**src/rtl/wtr_pkg.sv**
```systemverilog
package wtr_pkg;

    typedef enum logic {
        ST_IDLE = 1'b0,
        ST_OPEN = 1'b1
    } win_state_t;

    typedef struct packed {
        logic vld;
        logic st;
        logic lst;
    } mark_t;

endpackage

```
**src/rtl/wtr_adder_tree.sv**
```systemverilog
module wtr_adder_tree #(
    parameter int PROD_W = 18,
    parameter int NIF    = 4,
    localparam int LEVELS = $clog2(NIF),
    localparam int TREE_W = PROD_W + LEVELS
) (
    input  logic                      clk,
    input  logic [NIF*PROD_W-1:0]     prod_i,
    output logic signed [TREE_W-1:0]  sum_o
);

    for (genvar l = 0; l <= LEVELS; l++) begin : g_lvl
        logic signed [TREE_W-1:0] node [NIF >> l];
        if (l == 0) begin : g_leaf
            always_comb begin
                for (int i = 0; i < NIF; i++) begin
                    node[i] = {{LEVELS{prod_i[i*PROD_W + PROD_W - 1]}},
                               prod_i[i*PROD_W +: PROD_W]};
                end
            end
        end else begin : g_stage
            always_ff @(posedge clk) begin
                for (int i = 0; i < (NIF >> l); i++) begin
                    node[i] <= g_lvl[l-1].node[2*i] + g_lvl[l-1].node[2*i+1];
                end
            end
        end
    end

    assign sum_o = g_lvl[LEVELS].node[0];

endmodule

```
**src/rtl/wtr_window_ctrl.sv**
```systemverilog
module wtr_window_ctrl
    import wtr_pkg::*;
#(
    parameter int LEVELS = 2
) (
    input  logic  clk,
    input  logic  rst_n,
    input  mark_t mark_i,
    output logic  acc_load,
    output logic  acc_add,
    output logic  emit,
    output logic  out_valid
);

    mark_t      dly [LEVELS];
    mark_t      d;
    win_state_t state_q, state_d;

    always_ff @(posedge clk or negedge rst_n) begin
        if (!rst_n) begin
            for (int i = 0; i < LEVELS; i++) dly[i] <= '0;
        end else begin
            dly[0] <= mark_i;
            for (int i = 1; i < LEVELS; i++) dly[i] <= dly[i-1];
        end
    end

    assign d = dly[LEVELS-1];

    always_ff @(posedge clk or negedge rst_n) begin
        if (!rst_n) state_q <= ST_IDLE;
        else        state_q <= state_d;
    end

    always_comb begin
        state_d = state_q;
        unique case (state_q)
            ST_IDLE: begin
                if (d.vld && d.st && !d.lst) state_d = ST_OPEN;
            end
            ST_OPEN: begin
                if (d.vld && d.lst) state_d = ST_IDLE;
            end
            default: state_d = ST_IDLE;
        endcase
    end

    always_comb begin
        acc_load = 1'b0;
        acc_add  = 1'b0;
        emit     = 1'b0;
        unique case (state_q)
            ST_IDLE: begin
                acc_load = d.vld && d.st;
                emit     = d.vld && d.st && d.lst;
            end
            ST_OPEN: begin
                acc_load = d.vld && d.st;
                acc_add  = d.vld && !d.st;
                emit     = d.vld && d.lst;
            end
            default: ;
        endcase
    end

    always_ff @(posedge clk or negedge rst_n) begin
        if (!rst_n) out_valid <= 1'b0;
        else        out_valid <= emit;
    end

    AST_LOAD_ADD_EXCL: assert property (@(posedge clk) disable iff (!rst_n)
        !(acc_load && acc_add));
    AST_IDLE_NO_ADD: assert property (@(posedge clk) disable iff (!rst_n)
        (state_q == ST_IDLE) |-> !acc_add);
    AST_EMIT_CLOSES: assert property (@(posedge clk) disable iff (!rst_n)
        emit |=> (state_q == ST_IDLE));

endmodule

```
**src/rtl/wtr_accum_relu.sv**
```systemverilog
module wtr_accum_relu #(
    parameter int TREE_W = 20,
    parameter int ACC_W  = 24,
    parameter int OUT_W  = 10,
    parameter int FRAC   = 4
) (
    input  logic                     clk,
    input  logic                     rst_n,
    input  logic signed [TREE_W-1:0] tree_i,
    input  logic                     acc_load,
    input  logic                     acc_add,
    input  logic                     emit,
    output logic [OUT_W-1:0]         out_o
);

    localparam logic [OUT_W-1:0] MAXV = {1'b0, {(OUT_W-1){1'b1}}};

    logic signed [ACC_W-1:0] acc_q, tree_x, total, shifted;
    logic [OUT_W-1:0]        narrow;

    assign tree_x = {{(ACC_W-TREE_W){tree_i[TREE_W-1]}}, tree_i};
    assign total  = acc_load ? tree_x : (acc_q + tree_x);
    assign shifted = total >>> FRAC;

    always_comb begin
        if (shifted[ACC_W-1])
            narrow = '0;
        else if (|shifted[ACC_W-2:OUT_W-1])
            narrow = MAXV;
        else
            narrow = shifted[OUT_W-1:0];
    end

    always_ff @(posedge clk or negedge rst_n) begin
        if (!rst_n) begin
            acc_q <= '0;
            out_o <= '0;
        end else begin
            if (acc_load || acc_add) acc_q <= total;
            if (emit) out_o <= narrow;
        end
    end

    AST_RELU_NONNEG: assert property (@(posedge clk) disable iff (!rst_n)
        emit |=> !out_o[OUT_W-1]);
    AST_HOLD_DATA: assert property (@(posedge clk) disable iff (!rst_n)
        !emit |=> $stable(out_o));

endmodule

```
**src/rtl/window_tree_relu.sv**
```systemverilog
module window_tree_relu
    import wtr_pkg::*;
#(
    parameter int PROD_W = 18,
    parameter int NIF    = 4,
    parameter int NGRP   = 2,
    parameter int KK_MAX = 9,
    parameter int OUT_W  = 10,
    parameter int FRAC   = 4
) (
    input  logic                        clk,
    input  logic                        rst_n,
    input  logic                        in_valid,
    input  logic                        in_start,
    input  logic                        in_last,
    input  logic [NGRP*NIF*PROD_W-1:0]  in_prod,
    output logic                        out_valid,
    output logic [NGRP*OUT_W-1:0]       out_data
);

    localparam int LEVELS = $clog2(NIF);
    localparam int TREE_W = PROD_W + LEVELS;
    localparam int ACC_W  = PROD_W + $clog2(NIF * KK_MAX);

    mark_t mark_in;
    logic  acc_load, acc_add, emit;

    assign mark_in = '{vld: in_valid, st: in_start, lst: in_last};

    wtr_window_ctrl #(.LEVELS(LEVELS)) ctrl_i (
        .clk       (clk),
        .rst_n     (rst_n),
        .mark_i    (mark_in),
        .acc_load  (acc_load),
        .acc_add   (acc_add),
        .emit      (emit),
        .out_valid (out_valid)
    );

    for (genvar g = 0; g < NGRP; g++) begin : g_grp
        logic signed [TREE_W-1:0] tsum;

        wtr_adder_tree #(.PROD_W(PROD_W), .NIF(NIF)) tree_i (
            .clk    (clk),
            .prod_i (in_prod[g*NIF*PROD_W +: NIF*PROD_W]),
            .sum_o  (tsum)
        );

        wtr_accum_relu #(
            .TREE_W (TREE_W),
            .ACC_W  (ACC_W),
            .OUT_W  (OUT_W),
            .FRAC   (FRAC)
        ) acc_i (
            .clk      (clk),
            .rst_n    (rst_n),
            .tree_i   (tsum),
            .acc_load (acc_load),
            .acc_add  (acc_add),
            .emit     (emit),
            .out_o    (out_data[g*OUT_W +: OUT_W])
        );
    end

endmodule

```
**config.mk**
```make
export PLATFORM = sky130hd
export DESIGN_NAME = window_tree_relu
export DESIGN_NICKNAME = d
export VERILOG_FILES = /design/src/rtl/wtr_pkg.sv /design/src/rtl/wtr_adder_tree.sv /design/src/rtl/wtr_window_ctrl.sv /design/src/rtl/wtr_accum_relu.sv /design/src/rtl/window_tree_relu.sv
export SDC_FILE = /design/constraint.sdc
export NUM_CORES = 1
export LEC_CHECK = 0
export CORE_MARGIN = 1
export CORE_UTILIZATION = 58
export CTS_BUF_LIST = sky130_fd_sc_hd__clkbuf_4 sky130_fd_sc_hd__clkbuf_8
export DETAILED_ROUTE_END_ITERATION = 10
export MAX_ROUTING_LAYER = met4
export PLACE_DENSITY = 0.95
export SLEW_MARGIN = 10
export SYNTH_ARGS = -nofsm -noshare
export SYNTH_HDL_FRONTEND = slang
export SYNTH_SLANG_ARGS = --single-unit
```
**constraint.sdc**
```tcl
create_clock -name clk -period 4 [get_ports clk]
set_clock_uncertainty 0.1 [all_clocks]
set_input_delay 1.2 -clock clk [delete_from_list [all_inputs] [get_ports clk]]
set_output_delay 1.2 -clock clk [all_outputs]
set_load 0.02 [all_outputs]
```
==> flow_metrics.env <==
export IMPL_powerDensity_nw_per_um2=758.2
export IMPL_synth_avg_cell_area_um2=8.905
export IMPL_cts_path_max_buffers=2
export IMPL_rows=53
export IMPL_dp_hpwl_mm=23.17
export IMPL_syn_area_um2=12350
export IMPL_final_setup_tns_ns=0
export IMPL_fin_nets=1889
export IMPL_cts_buffers=17
export IMPL_end_kind="register"
export IMPL_cp_max_fo=3
export IMPL_rsz0062_at_grt="no"
export IMPL_n_antenna_cell=0
export IMPL_status="finished clean"
export IMPL_synth_cells=1387
export IMPL_slew_headroom_pct=33.82
export IMPL_p_int_mw=6.431
export IMPL_htree_levels=4
export IMPL_yosysTopAreaCell="dfxtp_1"
export IMPL_avgViaCountPerCell=5.917
export IMPL_arrival_ns=4.11
export IMPL_hold_class="register to register"
export IMPL_regArea_um2=4224
export IMPL_setup_viol=0
export IMPL_path_class="input port to register"
export IMPL_drt_iter0_drc=746
export IMPL_antenna_found_initial=0
export IMPL_drive_gt1_share_pct=5.223
export IMPL_n_fill_cell=1507
export IMPL_tightest_slew_ns=0.9927
export IMPL_drv_slew=0
export IMPL_yosys_top_cells_area="dfxtp_1 19%, ha_1 16%, dfrtp_1 15%, xnor2_1 6.3%, a21oi_1 5.1%"
export IMPL_core_area_um2=20960
export IMPL_p_total_mw=11.34
export IMPL_synthArstFlopShare_pct=39.58
export IMPL_combPwrFrac_pct=59.8
export IMPL_p_leak_nw=6.696
export IMPL_ys_warnings_count=0
export IMPL_switchingPower_mw=4.909
export IMPL_synth_nets=1700
export IMPL_grt_pass1_wl_mm=49.25
export IMPL_overflow=0
export IMPL_min_period_over_period_pct=94.99
export IMPL_vias=11030
export IMPL_critPathRequiredTime_ns=4.31
export IMPL_wire_per_inst_um=16.03
export IMPL_ys_flop_type="dfxtp_1"
export IMPL_grt_usage_pct=28.65
export IMPL_synth_top_area_share_pct=18.80
export IMPL_start_util_pct=58.94
export IMPL_clock_sinks=192
export IMPL_die_y_um=147.9
export IMPL_wirelength_mm=29.88
export IMPL_clkLatencyLatePin_ns=0.47
export IMPL_area_delta_synth_final_pct=21.11
export IMPL_hold_viol=0
export IMPL_synth_commonest_cells="156 x ha_1, 126 x a21oi_1, 116 x dfxtp_1, 111 x nor2_1, 111 x o21ai_0"
export IMPL_ys_types=66
export IMPL_first_global_vias=10710
export IMPL_crit_path_start_kind="input port"
export IMPL_synth_most_common_cell="ha_1"
export IMPL_firstDrtPassIters=5
export IMPL_fmax_mhz=263.2
export IMPL_grt_max_degree=77
export IMPL_tritoncts="done"
export IMPL_io_pins=170
export IMPL_multi_input_area_um2=7799
export IMPL_cts_hold_repair_buffers=0
export IMPL_seq_power_share_pct=27.5
export IMPL_clockRootBuffer="clkbuf_8"
export IMPL_portBuffers=169
export IMPL_pwr_share_clk_pct=12.7
export IMPL_synth_edff_count=0
export IMPL_die_w_um=147.9
export IMPL_clkTransAtPathRegs_ns=0.09
export IMPL_ys_ff_latch=192
export IMPL_period_needed_ns=3.799
export IMPL_ir_drop_mv=0.3710
export IMPL_place_gp_congestion=0.9089
export IMPL_detail_route_antenna_nets=0
export IMPL_drc=0
export IMPL_maxCapViolations=0
export IMPL_swShare_pct=43.29
export IMPL_reg2reg_slack_ns=0.32
export IMPL_die_area_um2=21880
export IMPL_seq_area_frac_synth_pct=34.20
-- layout by cell type, fill, tap and decap left out, types with 12 or more instances in the layout --
master,instances
nor2_1,111
or3_1,14
o21ai_0,110
clkdlybuf4s50_1,168
o22ai_1,18
a21oi_1,126
a21o_1,45
buf_4,29
nand2_1,107
nand3_1,24
nand2b_1,12
a211oi_1,18
a31oi_1,22
xor2_1,27
dfrtp_1,76
nor3_1,26
nor2b_1,22
xnor2_1,89
inv_1,63
dfxtp_1,116
o21a_1,23
clkbuf_8,19
ha_1,156
mux2i_1,12
-- logic make-up (layout without fill, tap and decap cells) --
| logic type | count (synthesis) | count (layout) | synth area share, % |
|---|---|---|---|
| adder cells (fa/ha/maj) | 164 | 164 | 17.10 |
| AND/OR/NAND/NOR | 369 | 369 | 14.28 |
| buffers and inverters | 91 | 293 | 2.847 |
| AO/OA/AOI/OAI | 440 | 440 | 22.10 |
| XOR/XNOR | 116 | 116 | 8.226 |
| flip-flops | 192 | 192 | 34.20 |
| multiplexers | 15 | 15 | 1.246 |
-- worst max-delay path, stage by stage --
cell and delay, ns:
clkdlybuf4s50_1 0.44, ha_1 0.31, a21o_1 0.19, a21oi_1 0.25, o21ai_0 0.15, a31oi_1 0.24, o21ai_0 0.18, or4_1 0.44
nand2_1 0.12, o2111ai_1 0.22, a21oi_1 0.24, xnor2_1 0.13
-- power by group through the flow --
stage | Sequential, mW | Combinational [mW] | Clock, mW
6_report | 3.12 | 6.79 | 1.44
3_5_place_dp | 3.14 | 6.59 | 0
3_3_place_gp | 3.11 | 6.31 | 0
2_1_floorplan | 3.06 | 5.04 | 0
4_1_cts | 3.10 | 6.67 | 1.46
5_1_grt | 3.19 | 7.53 | 1.53
-- metrics by stage --
step	instances	util, %	hold slack (ns)	cell area (µm²)	setup slack (ns)
CTS	1864	71.32	0.2646	14950	0.1729
global placement	1832	69.17	0.2365	14490	-0.2023
global route	1864	71.38	0.2764	14960	0.02072
floorplan	1387	-	0.2312	12350	0.3381
finish	1864	71.38	0.2622	14960	0.2006
detailed placement	1832	69.17	0.2388	14490	-0.3300
-- cell type report --
type	count	area share (%)
Clock buffer	24	1.999
Sequential cell	192	28.24
Multi-Input combinational cell	1104	52.14
Tap cell	275	2.300
Clock inverter	8	1.020
Timing Repair Buffer	197	12.70
Inverter	64	1.606
-- worst paths after layout --
| kind | to | cells after the start | startpoint |
|---|---|---|---|
| max in group asynchronous | g_grp[0].acc_i.acc_q[11] | 1 | rst_n |
| min in group asynchronous | g_grp[1].acc_i.acc_q[1] | 1 | rst_n |
| setup / recovery | g_grp[0].tree_i.g_lvl[1].node[0][37] | 12 | in_prod[37] |
| hold / removal | ctrl_i.d[1] | 0 | ctrl_i.dly[4] |
| setup reg to reg | g_grp[0].acc_i.out_o[1] | 10 | g_grp[0].tree_i.g_lvl[2].node[0][19] |
| hold reg to reg | ctrl_i.d[1] | 0 | ctrl_i.dly[4] |
-- sequential cells by signal, summed over array words and instances, names as in the netlist --
| name | count |
|---|---|
| ctrl_i.d | 3 |
| ctrl_i.dly | 3 |
| ctrl_i.out_valid | 1 |
| ctrl_i.state_q | 1 |
| g_grp.acc_i.acc_q | 48 |
| g_grp.acc_i.out_o | 20 |
| g_grp.tree_i.g_lvl.node | 116 |
-- metal layers --
layer | vias to the layer above | routed length, µm | GRT usage [%]
li1 | 5390 | - | -
met1 | 5190 | 12960 | 34.74
met2 | 386 | 14610 | 48.16
met3 | 63 | 1580 | 4.475
met4 | 0 | 735 | 10.46
met5 | - | 0 | -
-- what timing repair did --
item	4_1_cts	5_1_grt
resized for setup	0	4
setup buffers	0	0
endpoints found under the setup margin	0	10
Note: power is estimated with default switching activity, not from simulation.
